[src/rtl/dtt_pkg.sv]
package dtt_pkg;
  localparam int NUM_TMR = 2;
  localparam int CTRL_EXTRA = 10;

  typedef enum logic [1:0] {
    SRC_SYS   = 2'd0,
    SRC_SLOW  = 2'd1,
    SRC_PSC   = 2'd2,
    SRC_CHAIN = 2'd3
  } tsrc_e;

  // bit positions of the non-divisor control fields, relative to 2*cnt_w
  function automatic int run_bit(int cnt_w, int idx);
    return 2 * cnt_w + idx;
  endfunction

  function automatic int src_lsb(int cnt_w, int idx);
    return 2 * cnt_w + 2 + 2 * idx;
  endfunction

  function automatic int clr_bit(int cnt_w, int idx);
    return 2 * cnt_w + 6 + idx;
  endfunction

  function automatic int mask_bit(int cnt_w, int idx);
    return 2 * cnt_w + 8 + idx;
  endfunction
endpackage

[src/rtl/dtt_prescaler.sv]
module dtt_prescaler #(
  parameter int PSC_W = 16
) (
  input  logic             clk,
  input  logic             rst_n,
  input  logic             we_i,
  input  logic [PSC_W-1:0] wdata_i,
  output logic [PSC_W-1:0] cnt_o,
  output logic [PSC_W-1:0] div_o,
  output logic             pulse_o
);
  localparam logic [PSC_W-1:0] MIN_DIV = PSC_W'(2);
  localparam logic [PSC_W-1:0] ONE     = PSC_W'(1);

  function automatic logic [PSC_W-1:0] clamp_div(logic [PSC_W-1:0] v);
    return (v < MIN_DIV) ? MIN_DIV : v;
  endfunction

  function automatic logic [PSC_W-1:0] mid_point(logic [PSC_W-1:0] d);
    return d >> 1;
  endfunction

  logic [PSC_W-1:0] cnt_q, div_q;

  always_ff @(posedge clk or negedge rst_n) begin
    if (!rst_n) begin
      cnt_q <= MIN_DIV;
      div_q <= MIN_DIV;
    end else if (we_i) begin
      cnt_q <= clamp_div(wdata_i);
      div_q <= clamp_div(wdata_i);
    end else if (cnt_q == ONE) begin
      cnt_q <= div_q;
    end else begin
      cnt_q <= cnt_q - ONE;
    end
  end

  assign pulse_o = (cnt_q == mid_point(div_q));
  assign cnt_o   = cnt_q;
  assign div_o   = div_q;
endmodule

[src/rtl/dtt_ctrl.sv]
module dtt_ctrl
  import dtt_pkg::*;
#(
  parameter int CNT_W = 8,
  localparam int CTRL_W = 2 * CNT_W + CTRL_EXTRA
) (
  input  logic                            clk,
  input  logic                            rst_n,
  input  logic                            we_i,
  input  logic [CTRL_W-1:0]               wdata_i,
  output logic [NUM_TMR-1:0][CNT_W-1:0]   div_eff_o,
  output logic [NUM_TMR-1:0]              run_eff_o,
  output logic [NUM_TMR-1:0][1:0]         src_eff_o,
  output logic [NUM_TMR-1:0]              clr_cmd_o,
  output logic [NUM_TMR-1:0]              mask_o
);
  for (genvar i = 0; i < NUM_TMR; i++) begin : g_fld
    localparam int DLSB = i * CNT_W;
    localparam int RB   = run_bit(CNT_W, i);
    localparam int SB   = src_lsb(CNT_W, i);
    localparam int CB   = clr_bit(CNT_W, i);
    localparam int MB   = mask_bit(CNT_W, i);

    logic [CNT_W-1:0] div_q;
    logic             run_q;
    logic [1:0]       src_q;
    logic             mask_q;

    always_ff @(posedge clk or negedge rst_n) begin
      if (!rst_n) begin
        div_q  <= '0;
        run_q  <= 1'b0;
        src_q  <= 2'd0;
        mask_q <= 1'b0;
      end else if (we_i) begin
        div_q  <= wdata_i[DLSB +: CNT_W];
        run_q  <= wdata_i[RB];
        src_q  <= wdata_i[SB +: 2];
        mask_q <= wdata_i[MB];
      end
    end

    // a write governs the update at the edge that takes it
    assign div_eff_o[i] = we_i ? wdata_i[DLSB +: CNT_W] : div_q;
    assign run_eff_o[i] = we_i ? wdata_i[RB] : run_q;
    assign src_eff_o[i] = we_i ? wdata_i[SB +: 2] : src_q;
    assign clr_cmd_o[i] = we_i & wdata_i[CB];
    assign mask_o[i]    = mask_q;
  end
endmodule

[src/rtl/dtt_counter.sv]
module dtt_counter
  import dtt_pkg::*;
#(
  parameter int CNT_W    = 8,
  parameter bit CHAIN_OK = 1'b0
) (
  input  logic             clk,
  input  logic             rst_n,
  input  logic [CNT_W-1:0] div_i,
  input  logic             run_i,
  input  logic [1:0]       src_i,
  input  logic             psc_pulse_i,
  input  logic             slow_tick_i,
  input  logic             chain_i,
  output logic [CNT_W-1:0] cnt_o,
  output logic             tick_o,
  output logic             uf_o
);
  localparam logic [CNT_W-1:0] ONE = CNT_W'(1);

  function automatic logic [CNT_W-1:0] step_down(logic [CNT_W-1:0] c);
    return c - ONE;  // 0 stands for 2**CNT_W and wraps to all ones
  endfunction

  logic [CNT_W-1:0] cnt_q, cnt_d;
  logic             chain_tick;

  if (CHAIN_OK) begin : g_chain
    assign chain_tick = chain_i;
  end else begin : g_nochain
    assign chain_tick = 1'b0 & chain_i;
  end

  always_comb begin
    unique case (tsrc_e'(src_i))
      SRC_SYS:   tick_o = 1'b1;
      SRC_SLOW:  tick_o = slow_tick_i;
      SRC_PSC:   tick_o = psc_pulse_i;
      SRC_CHAIN: tick_o = chain_tick;
      default:   tick_o = 1'b0;
    endcase
  end

  assign uf_o = run_i & tick_o & (cnt_q == ONE);

  always_comb begin
    cnt_d = cnt_q;
    if (!run_i)      cnt_d = div_i;
    else if (uf_o)   cnt_d = div_i;
    else if (tick_o) cnt_d = step_down(cnt_q);
  end

  always_ff @(posedge clk or negedge rst_n) begin
    if (!rst_n) cnt_q <= '0;
    else        cnt_q <= cnt_d;
  end

  assign cnt_o = cnt_q;
endmodule

[src/rtl/dtt_irq.sv]
module dtt_irq #(
  parameter int N = 2
) (
  input  logic         clk,
  input  logic         rst_n,
  input  logic [N-1:0] uf_i,
  input  logic [N-1:0] clr_i,
  input  logic [N-1:0] mask_i,
  output logic [N-1:0] pend_o,
  output logic [N-1:0] irq_o
);
  logic [N-1:0] pend_q;

  for (genvar i = 0; i < N; i++) begin : g_pend
    always_ff @(posedge clk or negedge rst_n) begin
      if (!rst_n)       pend_q[i] <= 1'b0;
      else if (uf_i[i]) pend_q[i] <= 1'b1;   // a new underflow beats a clear
      else if (clr_i[i]) pend_q[i] <= 1'b0;
    end
  end

  assign pend_o = pend_q;
  assign irq_o  = pend_q & mask_i;
endmodule

[src/rtl/dual_tick_timer.sv]
module dual_tick_timer
  import dtt_pkg::*;
#(
  parameter int CNT_W = 8,
  parameter int PSC_W = 16,
  localparam int CTRL_W = 2 * CNT_W + CTRL_EXTRA
) (
  input  logic              clk,
  input  logic              rst_n,
  input  logic              ctrl_we,
  input  logic [CTRL_W-1:0] ctrl_wdata,
  input  logic              psc_we,
  input  logic [PSC_W-1:0]  psc_wdata,
  input  logic              slow_tick,
  output logic [CNT_W-1:0]  cnt0,
  output logic [CNT_W-1:0]  cnt1,
  output logic [PSC_W-1:0]  psc_cnt,
  output logic [1:0]        irq
);
  logic [PSC_W-1:0]              psc_div_w;
  logic                          psc_pulse_w;
  logic [NUM_TMR-1:0][CNT_W-1:0] div_eff;
  logic [NUM_TMR-1:0]            run_eff;
  logic [NUM_TMR-1:0][1:0]       src_eff;
  logic [NUM_TMR-1:0]            clr_cmd;
  logic [NUM_TMR-1:0]            mask_q;
  logic [NUM_TMR-1:0][CNT_W-1:0] cnt_vec;
  logic [NUM_TMR-1:0]            tick_vec;
  logic [NUM_TMR-1:0]            pend_vec;
  logic                          uf_head, uf_tail;
  logic [NUM_TMR-1:0]            uf_vec;

  dtt_prescaler #(.PSC_W(PSC_W)) u_psc (
    .clk     (clk),
    .rst_n   (rst_n),
    .we_i    (psc_we),
    .wdata_i (psc_wdata),
    .cnt_o   (psc_cnt),
    .div_o   (psc_div_w),
    .pulse_o (psc_pulse_w)
  );

  dtt_ctrl #(.CNT_W(CNT_W)) u_ctrl (
    .clk       (clk),
    .rst_n     (rst_n),
    .we_i      (ctrl_we),
    .wdata_i   (ctrl_wdata),
    .div_eff_o (div_eff),
    .run_eff_o (run_eff),
    .src_eff_o (src_eff),
    .clr_cmd_o (clr_cmd),
    .mask_o    (mask_q)
  );

  for (genvar i = 0; i < NUM_TMR; i++) begin : g_tmr
    if (i == 0) begin : g_head
      dtt_counter #(.CNT_W(CNT_W), .CHAIN_OK(1'b0)) u_cnt (
        .clk         (clk),
        .rst_n       (rst_n),
        .div_i       (div_eff[i]),
        .run_i       (run_eff[i]),
        .src_i       (src_eff[i]),
        .psc_pulse_i (psc_pulse_w),
        .slow_tick_i (slow_tick),
        .chain_i     (1'b0),
        .cnt_o       (cnt_vec[i]),
        .tick_o      (tick_vec[i]),
        .uf_o        (uf_head)
      );
    end else begin : g_link
      dtt_counter #(.CNT_W(CNT_W), .CHAIN_OK(1'b1)) u_cnt (
        .clk         (clk),
        .rst_n       (rst_n),
        .div_i       (div_eff[i]),
        .run_i       (run_eff[i]),
        .src_i       (src_eff[i]),
        .psc_pulse_i (psc_pulse_w),
        .slow_tick_i (slow_tick),
        .chain_i     (uf_head),
        .cnt_o       (cnt_vec[i]),
        .tick_o      (tick_vec[i]),
        .uf_o        (uf_tail)
      );
    end
  end

  assign uf_vec = {uf_tail, uf_head};

  dtt_irq #(.N(NUM_TMR)) u_irq (
    .clk    (clk),
    .rst_n  (rst_n),
    .uf_i   (uf_vec),
    .clr_i  (clr_cmd),
    .mask_i (mask_q),
    .pend_o (pend_vec),
    .irq_o  (irq)
  );

  assign cnt0 = cnt_vec[0];
  assign cnt1 = cnt_vec[1];
endmodule

[config.mk]
export PLATFORM = sky130hd
export DESIGN_NAME = dual_tick_timer
export DESIGN_NICKNAME = d
export VERILOG_FILES = /design/src/rtl/dtt_pkg.sv /design/src/rtl/dtt_prescaler.sv /design/src/rtl/dtt_ctrl.sv /design/src/rtl/dtt_counter.sv /design/src/rtl/dtt_irq.sv /design/src/rtl/dual_tick_timer.sv
export SDC_FILE = /design/constraint.sdc
export NUM_CORES = 1
export LEC_CHECK = 0
export ABC_AREA = 0
export BUFFER_PORTS_ARGS = -buffer_cell sky130_fd_sc_hd__buf_2
export CORE_ASPECT_RATIO = 0.5
export CORE_MARGIN = 10
export CORE_UTILIZATION = 50
export CTS_BUF_LIST = sky130_fd_sc_hd__clkbuf_8
export CTS_CLUSTER_DIAMETER = 30
export DETAILED_ROUTE_END_ITERATION = 10
export PLACE_DENSITY = 0.71
export SYNTH_ARGS = -nofsm -noshare
export SYNTH_HDL_FRONTEND = slang
export SYNTH_HIERARCHICAL = 1
export SYNTH_SLANG_ARGS = --single-unit
[constraint.sdc]
create_clock -name clk -period 5.6 [get_ports clk]
set_input_delay 0.28 -clock clk [delete_from_list [all_inputs] [get_ports clk]]
set_output_delay 0.28 -clock clk [all_outputs]
set_load 0.01 [all_outputs]
==> impl_metrics.csv, run 1 <==
group,metric,value,unit
clocking,cts_num_sinks,74,
placement,dp.final_hpwl,7603,microns
route,m1WireLength,5023,microns
placement,dpl-instance-area,0.004664,sq mm
route,viasPerCell,5.556,
route,firstDrtPassIters,4,
route,routed-wl-met3,697,microns
logic_synthesis,synth_fp_nets,475,
clocking,cts_hold_buf,0,
floorplan,die_x,150.4,microns
sta,layout_min_cycle_time,3664,ps
global_route,antenna_found_initial,0,
floorplan,initial_core_util,0.5222,
route,ant_nets,0,
sta,finalMaxSlewViolations,0,
route,wl_per_cell,17.12,microns
placement,portBuffers,80,
global_route,grt-ovfl-total,0,
route,drcViolationCount,0,
floorplan,io_pins,81,
clocking,clock_latency,350,ps
logic_synthesis,synthCells,422,
pwr,ir_drop,0.1816,mV
critical_path,required,5810,ps
clocking,cts_tree,"built",
cells_and_area,fin_nets,547,
floorplan,rows,23,
sta,finalHoldViolCount,0,
route,first_iter_violations,261,
status,status,"finished, final reports clean",
min_path,hold_path_class,"input port to async pin",
sta,tns,0,ps
clocking,cts-root-buf,"clkbuf_8",
sta,fin_crit_sh,0.6544,
floorplan,die_h,85.22,microns
cells_and_area,fillers,714,
sta,fmax,272.9,MHz
critical_path,r2r_start,"u_psc/cnt_o[0]",
logic_synthesis,syn-cell-area,0.004253,sq mm
route,wl,10460,microns
floorplan,core,0.008144,sq mm
sta,rsz0062_at_grt,"no",
clocking,cts-resized-gates,0,
route,dr_total_vias,3395,
critical_path,cp_slowest_cell,"nor4_1",
pwr,total_power,1.624,mW
clocking,clk_pin_slew_worst_paths,80,ps
cells_and_area,drive_above_1_share,0.2906,
run,maxCapViolations,0,
critical_path,critPathKind,"flip-flop to flip-flop",
logic_synthesis,synth_warnings,6,
critical_path,r2r_cells,10,
global_route,grt_pass1_wl,17110,microns
clocking,cts_setup_buffers,0,
clocking,cts_buffers,9,
placement,place.gp.congestion,0.8311,
cells_and_area,area_delta_synth_final,15.62,%
sta,holdWs,79.77,ps
pwr,cellLeakagePower,2.308,nW
critical_path,cp-end-kind,"flip-flop",
sta,max_slew_margin,0.3692,
global_route,grt_max_degree,75,
cells_and_area,postLayoutCellArea,0.004917,sq mm
critical_path,r2r_setup_slack,1940,ps
logic_synthesis,avgSynthCellArea,10.08,sq um
critical_path,cp_top_family,"simple AND/OR/NAND/NOR gates",
cells_and_area,final_common_cell,"buf_2",
critical_path,r2r-end,"g_tmr[1].g_link.u_cnt/cnt_o[7]",
route,wl_met2,4617,microns
cells_and_area,layout_common_cells,"buf_2, dfrtp_1, nand2_1",
sta,fin_skew,9.436,ps
cells_and_area,post-route-util,0.6038,
pwr,p_per_area,330.2,mW/mm^2
clocking,clock_path_buffers,2,
critical_path,crit_chain,"xor2_1 -> or4_1 -> nor4_1 -> nand2b_4 -> a21o_1 -> nor3_1 -> mux2i_1 -> a21o_4 -> a21oi_1 -> a222oi_1",
critical_path,max_stage_delay,620,ps
critical_path,start_kind,"flip-flop",
global_route,grt_pass1_vias,3267,
route,top_layer,"met4",
cells_and_area,diodes,0,
critical_path,worstPathMaxFanout,10,
sta,finalSetupViolations,0,
global_route,groute.usage.overall,0.1634,
critical_path,cp.arrival,3870,ps
critical_path,crit_buf_inv,0,
sta,worst_slew_pin_slew,946.1,ps
clocking,h-tree-depth,3,
floorplan,die-area,0.01282,sq mm
==> flip-flops by register name, indices dropped and copies added (netlist names) <==
signal and flops:
g_tmr.g_head.u_cnt/cnt_o 8, g_tmr.g_link.u_cnt/cnt_o 8, u_ctrl/g_fld.div_q 16, u_ctrl/g_fld.mask_q 2, u_ctrl/g_fld.run_q 2, u_ctrl/g_fld.src_q 4, u_irq/pend_o 2, u_psc/cnt_o 16
u_psc/div_o 16
==> worst max-delay path by stage <==
stage,slack [ps],cells after the start,startpoint,to
2_1_floorplan,2260,12,u_psc/cnt_o[2],g_tmr[1].g_link.u_cnt/cnt_o[3]
6_report,1940,10,u_psc/cnt_o[0],g_tmr[1].g_link.u_cnt/cnt_o[7]
4_1_cts,1970,10,u_psc/cnt_o[0],g_tmr[1].g_link.u_cnt/cnt_o[7]
5_1_grt,1790,10,u_psc/cnt_o[0],g_tmr[1].g_link.u_cnt/cnt_o[7]
3_5_place_dp,1960,10,u_psc/cnt_o[0],g_tmr[1].g_link.u_cnt/cnt_o[7]
3_3_place_gp,2080,10,u_psc/cnt_o[0],g_tmr[1].g_link.u_cnt/cnt_o[3]
==> routing by layer <==
layer / vias to the layer above / track usage
met1: 1637 / 0.2265
met4: 0 / 0.04912
met2: 91 / 0.2397
met5: - / 0
met3: 11 / 0.04820
li1: 1656 / -
==> stage by stage <==
stage                     setup slack, ps  std cells
after global placement               2075        595
after CTS                            1971        611
after detailed placement             1963        595
final                                1936        611
after global routing                 1792        611
after floorplan                      2259        422
==> report_power, final <==
part	switching, mW	internal (mW)
Combinational	0.219	0.188
Clock	0.199	0.319
Sequential	0.0900	0.609
Total	0.508	1.12
==> cell type report <==
type                            count  area, sq um  share of cell area
Inverter                           33        123.9             0.02519
Clock inverter                      5        101.3             0.02061
Multi-Input combinational cell    296         2143              0.4359
Sequential cell                    74         1854              0.3771
Clock buffer                       11        151.4             0.03079
Tap cell                          112        140.1             0.02850
Timing Repair Buffer               80        402.9             0.08193
Power figures use the tool's default switching activity.
==> run 2, diff against run 1 <==
PLACE_DENSITY = 0.74   (was 0.71)
clock period = 2.95 ns   (was 5.6 ns; I/O delays follow)
==> run 2 against run 1 <==
Net effect: via count rose by 4.5%; global-route usage rose by 0.49 points; non-clock buffer count rose by 24; highest routed layer unchanged.
==> impl_metrics.csv, run 2 (synthesis gave the netlist of run 1 again) <==
group,metric,value,unit
cells_and_area,layout_common_cells,"buf_2, dfrtp_1, nand2_1",
global_route,groute.usage.overall,0.1684,
floorplan,die_h,85.22,microns
floorplan,io_pins,81,
cells_and_area,drive_above_1_share,0.3308,
min_path,min_to,"u_ctrl/g_fld[1].mask_q",
floorplan,core,0.008144,sq mm
critical_path,r2r_cells,10,
critical_path,r2r_start,"u_psc/div_o[1]",
critical_path,max_stage_delay,550,ps
sta,fmax,346.9,MHz
route,firstDrtPassIters,5,
critical_path,r2r-end,"g_tmr[1].g_link.u_cnt/cnt_o[3]",
critical_path,cp-end-kind,"flip-flop",
run,maxCapViolations,0,
route,ant_nets,0,
clocking,h-tree-depth,3,
placement,dp.final_hpwl,7866,microns
pwr,p_per_area,590.4,mW/mm^2
critical_path,critPathKind,"flip-flop to flip-flop",
global_route,antenna_found_initial,0,
critical_path,cp.arrival,3130,ps
critical_path,worstPathMaxFanout,3,
floorplan,initial_core_util,0.5222,
critical_path,crit_chain,"xor2_1 -> or4_4 -> nor4_4 -> nand2b_4 -> a21o_1 -> nor3_4 -> mux2i_1 -> a21o_4 -> or4_4 -> a32o_1",
sta,layout_min_cycle_time,2883,ps
cells_and_area,multiInputGateArea,0.002177,sq mm
sta,finalHoldViolCount,0,
min_path,hp-start,"ctrl_wdata[25]",
clocking,clk_pin_slew_worst_paths,80,ps
clocking,cts_tree,"built",
route,first_iter_violations,340,
route,wl,10850,microns
route,dr_total_vias,3549,
floorplan,die-area,0.01282,sq mm
clocking,cts_buffers,9,
min_path,hold_path_class,"input port to flip-flop",
clocking,cts-root-buf,"clkbuf_8",
critical_path,r2r_setup_slack,70,ps
clocking,clock_path_buffers,2,
pwr,total_power,3.013,mW
placement,portBuffers,80,
sta,finalSetupViolations,0,
floorplan,die_x,150.4,microns
cells_and_area,final_common_cell,"buf_2",
global_route,grt-ovfl-total,0,
sta,fin_skew,13.79,ps
pwr,cellLeakagePower,2.437,nW
sta,rsz0062_at_grt,"yes",
sta,max_slew_margin,0.3528,
critical_path,cp_slowest_cell,"dfstp_2",
min_path,whs_path_depth,2,
pwr,ir_drop,0.3573,mV
global_route,grt_pass1_wl,17640,microns
sta,finalMaxSlewViolations,0,
sta,worst_slew_pin_slew,970.9,ps
cells_and_area,fillers,687,
critical_path,required,3200,ps
sta,final.setup.worst_slack,67.39,ps
placement,post-place-ws,1.517,ps
clocking,cts_num_sinks,74,
cells_and_area,seqCellArea,0.001854,sq mm
placement,place.gp.congestion,0.8346,
global_route,grt_pass1_vias,3441,
sta,fin_crit_sh,0.9772,
cells_and_area,fin_nets,571,
clocking,clock_latency,360,ps
critical_path,cp_common_cell,"or4_4",
cells_and_area,area_delta_synth_final,20.01,%
critical_path,start_kind,"flip-flop",
status,status,"finished, final reports clean",
route,viasPerCell,5.589,
floorplan,rows,23,
sta,tns,0,ps
global_route,grt_max_degree,75,
cells_and_area,diodes,0,
route,drcViolationCount,0,
route,wl_per_cell,17.08,microns
run 2: critical path: cells and delay by family, from the launching register on:
kind | cells | cell delay [ps]
AO/OA/AOI/OAI | 3 | 670
AND/OR/NAND/NOR | 5 | 1380
XOR/XNOR | 1 | 60
flip-flops | 1 | 550
multiplexers | 1 | 110
run 2: worst max path at each step:
stage | slack [ps] | start | endpoint | depth (start not counted)
2_1_floorplan | -80 | u_psc/cnt_o[3] | g_tmr[1].g_link.u_cnt/cnt_o[3] | 12
3_3_place_gp | 60 | u_psc/div_o[1] | g_tmr[1].g_link.u_cnt/cnt_o[3] | 10
3_5_place_dp | 2 | u_psc/div_o[1] | g_tmr[1].g_link.u_cnt/cnt_o[3] | 10
4_1_cts | 50 | u_psc/div_o[1] | g_tmr[1].g_link.u_cnt/cnt_o[5] | 12
5_1_grt | -50 | u_psc/div_o[1] | g_tmr[1].g_link.u_cnt/cnt_o[3] | 10
6_report | 70 | u_psc/div_o[1] | g_tmr[1].g_link.u_cnt/cnt_o[3] | 10
run 2: final cells by class:
class | instances | area share
Inverter | 33 | 0.02525
Tap cell | 112 | 0.02746
Sequential cell | 74 | 0.3633
Clock buffer | 12 | 0.03236
Clock inverter | 4 | 0.009561
Timing Repair Buffer | 104 | 0.1155
Multi-Input combinational cell | 296 | 0.4266
run 2: repair_timing:
action                                 in CTS  in global routing
endpoints found under the hold margin      72                  0
hold buffers                                1                  0
pin swaps                                   1                  2
buffers inserted                            0                  3
setup endpoints to repair                   2                  6
gates resized for setup                     0                  4
run 2: power by group:
group	switching, mW	leakage, nW	internal [mW]
sequential	0.154	0.883	1.16
combinational	0.460	1.44	0.402
clock	0.383	0.112	0.458
run 2: per-layer routing:
| metal | vias to the layer above | wire length [microns] | GRT usage |
|---|---|---|---|
| met2 | 128 | 4925 | 0.2613 |
| li1 | 1710 | - | - |
| met3 | 20 | 848 | 0.05350 |
| met1 | 1691 | 4930 | 0.2202 |
| met4 | 0 | 140 | 0.04912 |
| met5 | - | 0 | 0 |
run 2: metrics by stage:
step	instances	hold slack [ps]	util	instance area, sq um
after CTS	632	5.356	0.6224	5069
after floorplan	422	-148.1	-	4299
after global routing	635	11.53	0.6267	5104
final	635	18.66	0.6267	5104
after global placement	615	352.3	0.5949	4845
after detailed placement	615	356.0	0.5949	4845
